File: config.mk
export PLATFORM = sky130hd
export DESIGN_NAME = cache_maint_seq
export DESIGN_NICKNAME = d
export VERILOG_FILES = /design/src/rtl/cache_maint_pkg.sv /design/src/rtl/cache_maint_ctl.sv /design/src/rtl/cache_maint_dp.sv /design/src/rtl/cache_maint_seq.sv
export SDC_FILE = /design/constraint.sdc
export NUM_CORES = 1
export LEC_CHECK = 0
export BUFFER_PORTS_ARGS = -buffer_cell sky130_fd_sc_hd__buf_4
export CAP_MARGIN = 10
export CORE_AREA = 2 2 218 220
export CTS_BUF_LIST = sky130_fd_sc_hd__clkbuf_4
export CTS_CLUSTER_DIAMETER = 80
export DETAILED_ROUTE_END_ITERATION = 7
export DIE_AREA = 0 0 220 222
export PLACE_DENSITY = 0.49
export SYNTH_ARGS = -nofsm -noshare
export SYNTH_HDL_FRONTEND = slang
export SYNTH_SLANG_ARGS = --single-unit
File: constraint.sdc
create_clock -name clk -period 2.6 [get_ports clk]
set_clock_uncertainty 0.05 [all_clocks]
set_input_delay 0.65 -clock clk [delete_from_list [all_inputs] [get_ports clk]]
set_output_delay 0.65 -clock clk [all_outputs]
set_load 0.03 [all_outputs]
File: src/rtl/cache_maint_pkg.sv
package cache_maint_pkg;

  typedef enum logic {
    OP_WB_INV   = 1'b0,
    OP_INV_ONLY = 1'b1
  } maintOp_e;

  typedef enum logic [1:0] {
    LK_MISS      = 2'b00,
    LK_CLEAN     = 2'b01,
    LK_DIRTY     = 2'b10,
    LK_DIRTY_ALT = 2'b11
  } lookup_e;

  typedef enum logic [1:0] {
    ST_IDLE,
    ST_DRAIN,
    ST_PENALTY
  } seqState_e;

  // penalty cycles beyond the issue cycle
  localparam int unsigned CLEAN_PENALTY       = 3;
  localparam int unsigned DIRTY_FIXED_PENALTY = 3;
  localparam int unsigned INV_PENALTY         = 2;
  localparam int unsigned CNT_W               = 2;

  typedef struct packed {
    logic             capture;
    logic             cntLoad;
    logic [CNT_W-1:0] cntInit;
    logic             cntDec;
    logic             stallClr;
    logic             stallInc;
    logic             push;
    logic             inv;
    logic             finish;
  } seqStrobe_t;

endpackage

File: src/rtl/cache_maint_ctl.sv
module cache_maint_ctl
  import cache_maint_pkg::*;
(
  input  logic       clk,
  input  logic       rstN,
  input  logic       opValid,
  input  logic       opCode,
  input  logic [1:0] lookup,
  input  logic       wbFull,
  input  logic       cntZero,
  output seqStrobe_t strobe,
  output logic       busy
);

  seqState_e stateQ, stateD;
  logic      invPendQ, invPendD;

  always_ff @(posedge clk) begin
    if (!rstN) begin
      stateQ   <= ST_IDLE;
      invPendQ <= 1'b0;
    end else begin
      stateQ   <= stateD;
      invPendQ <= invPendD;
    end
  end

  always_comb begin
    strobe   = '0;
    stateD   = stateQ;
    invPendD = invPendQ;
    unique case (stateQ)
      ST_IDLE: begin
        if (opValid) begin
          strobe.capture  = 1'b1;
          strobe.stallClr = 1'b1;
          if (lookup == LK_MISS) begin
            strobe.finish = 1'b1;
          end else if (opCode == OP_INV_ONLY) begin
            strobe.cntLoad = 1'b1;
            strobe.cntInit = CNT_W'(INV_PENALTY - 1);
            invPendD       = 1'b1;
            stateD         = ST_PENALTY;
          end else if (lookup == LK_CLEAN) begin
            strobe.cntLoad = 1'b1;
            strobe.cntInit = CNT_W'(CLEAN_PENALTY - 1);
            invPendD       = 1'b1;
            stateD         = ST_PENALTY;
          end else begin
            stateD = ST_DRAIN;
          end
        end
      end
      ST_DRAIN: begin
        strobe.stallInc = 1'b1;
        if (!wbFull) begin
          strobe.push    = 1'b1;
          strobe.inv     = 1'b1;
          strobe.cntLoad = 1'b1;
          strobe.cntInit = CNT_W'(DIRTY_FIXED_PENALTY - 2);
          stateD         = ST_PENALTY;
        end
      end
      ST_PENALTY: begin
        strobe.stallInc = 1'b1;
        strobe.inv      = invPendQ;
        invPendD        = 1'b0;
        if (cntZero) begin
          strobe.finish = 1'b1;
          stateD        = ST_IDLE;
        end else begin
          strobe.cntDec = 1'b1;
        end
      end
      default: stateD = ST_IDLE;
    endcase
  end

  assign busy = (stateQ != ST_IDLE);

endmodule

File: src/rtl/cache_maint_dp.sv
module cache_maint_dp
  import cache_maint_pkg::*;
#(
  parameter int unsigned IDX_W   = 8,
  parameter int unsigned LINE_W  = 256,
  parameter int unsigned STALL_W = 8
) (
  input  logic               clk,
  input  logic               rstN,
  input  seqStrobe_t         strobe,
  input  logic [IDX_W-1:0]   opIndex,
  input  logic [LINE_W-1:0]  opLine,
  output logic               cntZero,
  output logic               done,
  output logic [STALL_W-1:0] stallCount,
  output logic               invEn,
  output logic [IDX_W-1:0]   invIndex,
  output logic               wbPush,
  output logic [IDX_W-1:0]   wbAddr,
  output logic [LINE_W-1:0]  wbData
);

  localparam logic [STALL_W-1:0] STALL_MAX = {STALL_W{1'b1}};

  logic [IDX_W-1:0]   indexQ;
  logic [LINE_W-1:0]  lineQ;
  logic [CNT_W-1:0]   cntQ;
  logic [STALL_W-1:0] stallQ;
  logic               doneQ;

  always_ff @(posedge clk) begin
    if (!rstN) begin
      indexQ <= '0;
      lineQ  <= '0;
    end else if (strobe.capture) begin
      indexQ <= opIndex;
      lineQ  <= opLine;
    end
  end

  always_ff @(posedge clk) begin
    if (!rstN) begin
      cntQ <= '0;
    end else if (strobe.cntLoad) begin
      cntQ <= strobe.cntInit;
    end else if (strobe.cntDec) begin
      cntQ <= cntQ - 1'b1;
    end
  end

  always_ff @(posedge clk) begin
    if (!rstN) begin
      stallQ <= '0;
    end else if (strobe.stallClr) begin
      stallQ <= '0;
    end else if (strobe.stallInc && (stallQ != STALL_MAX)) begin
      stallQ <= stallQ + 1'b1;
    end
  end

  always_ff @(posedge clk) begin
    if (!rstN) doneQ <= 1'b0;
    else       doneQ <= strobe.finish;
  end

  assign cntZero    = (cntQ == '0);
  assign done       = doneQ;
  assign stallCount = stallQ;
  assign invEn      = strobe.inv;
  assign invIndex   = indexQ;
  assign wbPush     = strobe.push;
  assign wbAddr     = indexQ;
  assign wbData     = lineQ;

endmodule

File: src/rtl/cache_maint_seq.sv
module cache_maint_seq
  import cache_maint_pkg::*;
#(
  parameter int unsigned IDX_W      = 8,
  parameter int unsigned LINE_BYTES = 32,
  parameter int unsigned STALL_W    = 8,
  localparam int unsigned LINE_W    = LINE_BYTES * 8
) (
  input  logic               clk,
  input  logic               rstN,
  input  logic               opValid,
  input  logic               opCode,
  input  logic [1:0]         lookup,
  input  logic [IDX_W-1:0]   opIndex,
  input  logic [LINE_W-1:0]  opLine,
  input  logic               wbFull,
  output logic               busy,
  output logic               done,
  output logic [STALL_W-1:0] stallCount,
  output logic               invEn,
  output logic [IDX_W-1:0]   invIndex,
  output logic               wbPush,
  output logic [IDX_W-1:0]   wbAddr,
  output logic [LINE_W-1:0]  wbData
);

  seqStrobe_t strobe;
  logic       cntZero;

  cache_maint_ctl ctl (
    .clk     (clk),
    .rstN    (rstN),
    .opValid (opValid),
    .opCode  (opCode),
    .lookup  (lookup),
    .wbFull  (wbFull),
    .cntZero (cntZero),
    .strobe  (strobe),
    .busy    (busy)
  );

  cache_maint_dp #(
    .IDX_W   (IDX_W),
    .LINE_W  (LINE_W),
    .STALL_W (STALL_W)
  ) dp (
    .clk        (clk),
    .rstN       (rstN),
    .strobe     (strobe),
    .opIndex    (opIndex),
    .opLine     (opLine),
    .cntZero    (cntZero),
    .done       (done),
    .stallCount (stallCount),
    .invEn      (invEn),
    .invIndex   (invIndex),
    .wbPush     (wbPush),
    .wbAddr     (wbAddr),
    .wbData     (wbData)
  );

endmodule

# Word-level counts from Yosys, hierarchy flattened
# Index checks and enable logic that the tools add are counted.
[totals] ff_bits=278 latch_bits=0 mem_bits_rw=0 rom_bits=0 inputBits=271 wordCells=63 memories=0
[op_classes] n_addsub=2 multipliers=0 div=0 order_cmp=0 n_eq_ne=9 shift=0 n_mux=33 bitwise_logic=1 reduce_logical=11
[ops] cell="$mux W2" count=9
[ops] cell="$mux W1" count=14
[ops] cell="$mux W3" count=4
[ops] cell="$add A8 B1 Y8 const B" count=1
[ops] cell="$ne A2 B2 Y1 const B" count=4
[ops] cell="$ne A8 B8 Y1 const B" count=1
[ops] cell="$reduce_and A4 Y1" count=2
[ops] cell="$logic_not A2 Y1" count=3
[ops] cell="$pmux W1 S2" count=3
[ops] cell="$pmux W2 S3" count=1
[ops] cell="$pmux W3 S2" count=1
[ops] cell="$reduce_bool A2 Y1" count=3
[ops] cell="$eq A2 B1 Y1 const B" count=2
[ops] cell="$mux W4" count=1
[ops] cell="$reduce_or A2 Y1" count=2
[ops] cell="$ne A3 B2 Y1 const B" count=1
[ops] cell="$eq A2 B2 Y1 const B" count=1
[ops] cell="$sub A2 B1 Y2 const B" count=1
[ops] cell="$logic_and A1 B1 Y1" count=1
[ops] cell="$not A1 Y1" count=1

# Depth between registers and ports, before layout
[logic_depth] word_depth=7 mapped_depth=8 ltp_nobuf=6

# By module
# From an unflattened synthesis, not the netlist that was laid out.
[unflattened] hier_cells=967 hier_area_um2=11126.9
[modules_own_cells] module="cache_maint_dp" instances=1 cells_per_inst=925 area_each_um2=10797.9 seq_area_each_um2=5505.3
[modules_own_cells] module="cache_maint_ctl" instances=1 cells_per_inst=42 area_each_um2=329.1 seq_area_each_um2=60.1

# Least setup slack after synthesis
# OpenSTA, ideal clock, no wires.
[synth_timing] kind="input -> output" start="input port wbFull" end="output port invEn" t_arrival_ns=1.767 required_time_ns=1.900 setup_slack_ns=0.133 cell_stages=3 path_buffers=0 cell_sequence="nor2b_1 a21oi_1 nor2b_1"
[synth_between] elab_chain_len=2
[synth_rtl] item="from (decl)" line="cache_maint_seq.sv:16" text="input logic wbFull,"
[synth_rtl] item="$mux W2" line="cache_maint_ctl.sv:56" text="if (!wbFull) begin"
[synth_rtl] item="$pmux W1 S2" line="cache_maint_ctl.sv:32" text="unique case (stateQ)"
[synth_rtl] item="to (decl)" line="cache_maint_seq.sv:20" text="output logic invEn,"
# Every way passes these cells.

# Worst setup path after layout
[layout_timing] start="register ctl.stateQ[1]" end="output port invEn"
[layout_between] elab_chain_len=2
[layout_rtl] item="from (decl)" line="cache_maint_ctl.sv:15" text="seqState_e stateQ, stateD;"
[layout_rtl] item="from (signal assigned)" line="cache_maint_ctl.sv:23" text="stateQ <= stateD;"
[layout_rtl] item="$eq A2 B2 Y1 or $eq A2 B1 Y1 (tied branches)" line="cache_maint_ctl.sv:32"
[layout_rtl] item="$pmux W1 S2 (*)" line="cache_maint_ctl.sv:32"
# Every way passes the cells marked *; elsewhere a longest branch is shown, timed or not.

==> metrics.txt <==
Worst EP required 1.90 ns; synthesis warning total 0; endpoints failing setup 0; Post-synth EDFFs 0; Startpoint Class flop; slowest stage delay, CP roughly 0.37 ns; measured slew at the worst slew-check pin 0.494 ns; Static Leak ~8.5 nW; final setup TNS 0 ns; Worst Setup End Kind output pin; Max-Cap Viols 0; Crit path top cell by count nor2b_4; Slew HR 0.671; vias in the first global route around 12000; post-placement cell count about 2300; Clock transition at path regs ~0.060 ns; # clock sinks ~280; Vias per Instance between 4 and 5; Tot GR Track Use 0.160; drt first pass iters 5; PwrDens 745 mW/mm²; Post-Syn Area 0.0107 mm²; kind of critical path reg2out; H-tree Lvls 3; flops & latches, synth between 200 and 300; post-synthesis cell count 1245; Final HPWL DP between 20000 and 30000 µm; Core ar. between 0.04 and 0.05 mm²; RSZ-0062 raised after global routing yes; post-synthesis cell type count 34; area leader, netlist dfxtp_1; initial antenna violation count 1; Clk Latency, worst-skew pair 0.78 ns; TritonCTS buffer count 84; register area share after synthesis 0.522; total grt overflow 0; # IOs 555; Die Area a little under 0.05 mm²; Area growth, synth to finish 77.1%; largest net degree at the start of global routing 100; Die X around 220 µm; Post-Syn Nets 1521; post-route clock period utilization 0.981; Initial Utilization 0.230; Hold WC Path Type in2reg; Die Y between 200 and 250 µm; Final Util 0.408; GPL Wtd Cong ~0.79; initial DRC count 540; number of fill cells 4736; crit-path cells inv_4 > ha_4 > nor2b_4 > a21oi_2 > nor2b_4 > buf_6; Fin. Hold Viols 0; drt total wl around 40000 µm; first-pass GRT wire length a little over 60000 µm; Nets between 2000 and 2500; Syn Area/Cell ~8.6 µm²; min Tclk post-route approximately 2.6 ns; layout cell share with drive strength beyond 1 0.337; Max VDD drop 0.387 mV; Data arrival, critical path about 1.9 ns; top-count cell post-synth nand2_1; Clock Path Buffers 3; fin cells roughly 2700; Area contributors post-synth dfxtp_1, nand2_1, a21boi_1, a21boi_0, buf_6; Slew Limit Fails 0; Vias around 11000; ANT nets after route 0; Hold WS 0.114 ns; area fraction of the dominant cell type after synthesis 0.522; FMAX 0.392 GHz; Root Driver clkbuf_4; Site Rows 79; port bufs between 500 and 600; commonest cells in the netlist nand2_1, dfxtp_1, a21boi_1, a21boi_0, clkbuf_1; Worst Path Max Fanout 3; wire length per cell 14.8 µm; Main synth FF type dfxtp_1; CTS tree built; Critical-path top delay cell dfxtp_4; DRC 0; status finished, final reports clean; FFs w/ async S/R, synth 0
-- layout make-up --
class / instances / area, µm² / area share
clock buffer: 117 / 878 / 0.0465
inverter: 8 / 32.5 / 0.00172
tap: 607 / 759 / 0.0402
timing repair buffer: 833 / 7010 / 0.371
multi-input combinational: 862 / 4500 / 0.239
antenna: 6 / 15.0 / 0.000796
sequential: 278 / 5570 / 0.295
clock inverter: 14 / 105 / 0.00557
-- per-layer routing --
layer,vias to the layer above,share of wire,GRT usage
met5,-,0,0
met4,0,0.036,0.0751
met3,99,0.072,0.0561
met2,382,0.49,0.274
met1,5224,0.40,0.175
li1,5696,-,-
-- logic make-up (layout without fill, tap and decap cells) --
logic type / count (synthesis) / in the layout / share of synthesized area
other: 0 / 6 / 0
and+or+nand+nor: 556 / 556 / 0.200
DFF: 278 / 278 / 0.522
xor gates and xnor gates: 4 / 4 / 0.00329
AOI/OAI and AO/OA: 294 / 294 / 0.205
buffers and inverters: 105 / 972 / 0.0614
muxes: 3 / 3 / 0.00293
adders and majority gates: 5 / 5 / 0.00587
-- critical path, delay by kind of cell (launching register included) --
kind                     cells  cell delay (ns)
flip-flops                   1             0.37
AND/OR/NAND/NOR              2             0.20
adder cells (fa/ha/maj)      1             0.15
AO/OA/AOI/OAI                1             0.17
buffers and inverters        2             0.19
-- sequential cells by signal, indices dropped and copies added (netlist names) --
signal / cells
ctl.invPendQ: 1
dp.wbData: 256
ctl.stateQ: 2
dp.cntQ: 2
dp.invIndex: 8
dp.done: 1
dp.stallCount: 8
-- through the flow --
stage | power, mW | worst slack [ns] | instance area, µm²
CTS | 14.3 | -0.0732 | 18900
finish | 14.1 | 0.0499 | 18900
global route | 15.0 | -0.0768 | 18900
detailed placement | 9.70 | 0.391 | 15200
global placement | 9.64 | 0.389 | 15200
floorplan | 8.02 | 0.133 | 10700
-- power by group --
group / total [mW] / switching [mW] / leakage, nW / internal [mW]
combinational: 4.79 / 2.89 / 5.60 / 1.90
sequential: 5.16 / 0.317 / 2.28 / 4.85
clock: 4.11 / 1.88 / 0.593 / 2.23
-- worst paths after layout --
| kind | startpoint | end | slack [ns] | depth (start not counted) |
|---|---|---|---|---|
| hold / removal | opLine[144] | dp.wbData[144] | 0.11 | 3 |
| setup / recovery | ctl.stateQ[1] | invEn | 0.05 | 6 |
| hold reg to reg | dp.wbData[250] | dp.wbData[250] | 0.40 | 2 |
| setup reg to reg | ctl.stateQ[0] | dp.invIndex[7] | 0.77 | 7 |
-- cells in the final DEF, fill, tap and decap left out, types with 5 or more instances in the layout --
cell	synthesis	layout
clkinv_1	0	9
dlygate4sd3_1	0	257
buf_12	0	8
a21boi_1	228	228
o21ai_0	9	9
diode_2	0	6
nor2_1	7	7
dfxtp_1	278	276
buf_4	12	565
a21boi_0	37	37
inv_1	8	6
a21oi_1	6	5
clkbuf_4	0	117
nand2_1	533	532
-- what timing repair did --
action | CTS | global route
endpoints found under the setup margin | 3 | 2
gates resized for setup | 17 | 1
pin swaps | 2 | 0
hold buffers | 257 | 0
buffers inserted | 2 | 0
endpoints found under the hold margin | 257 | 0
(Power assumes the default switching activity.)
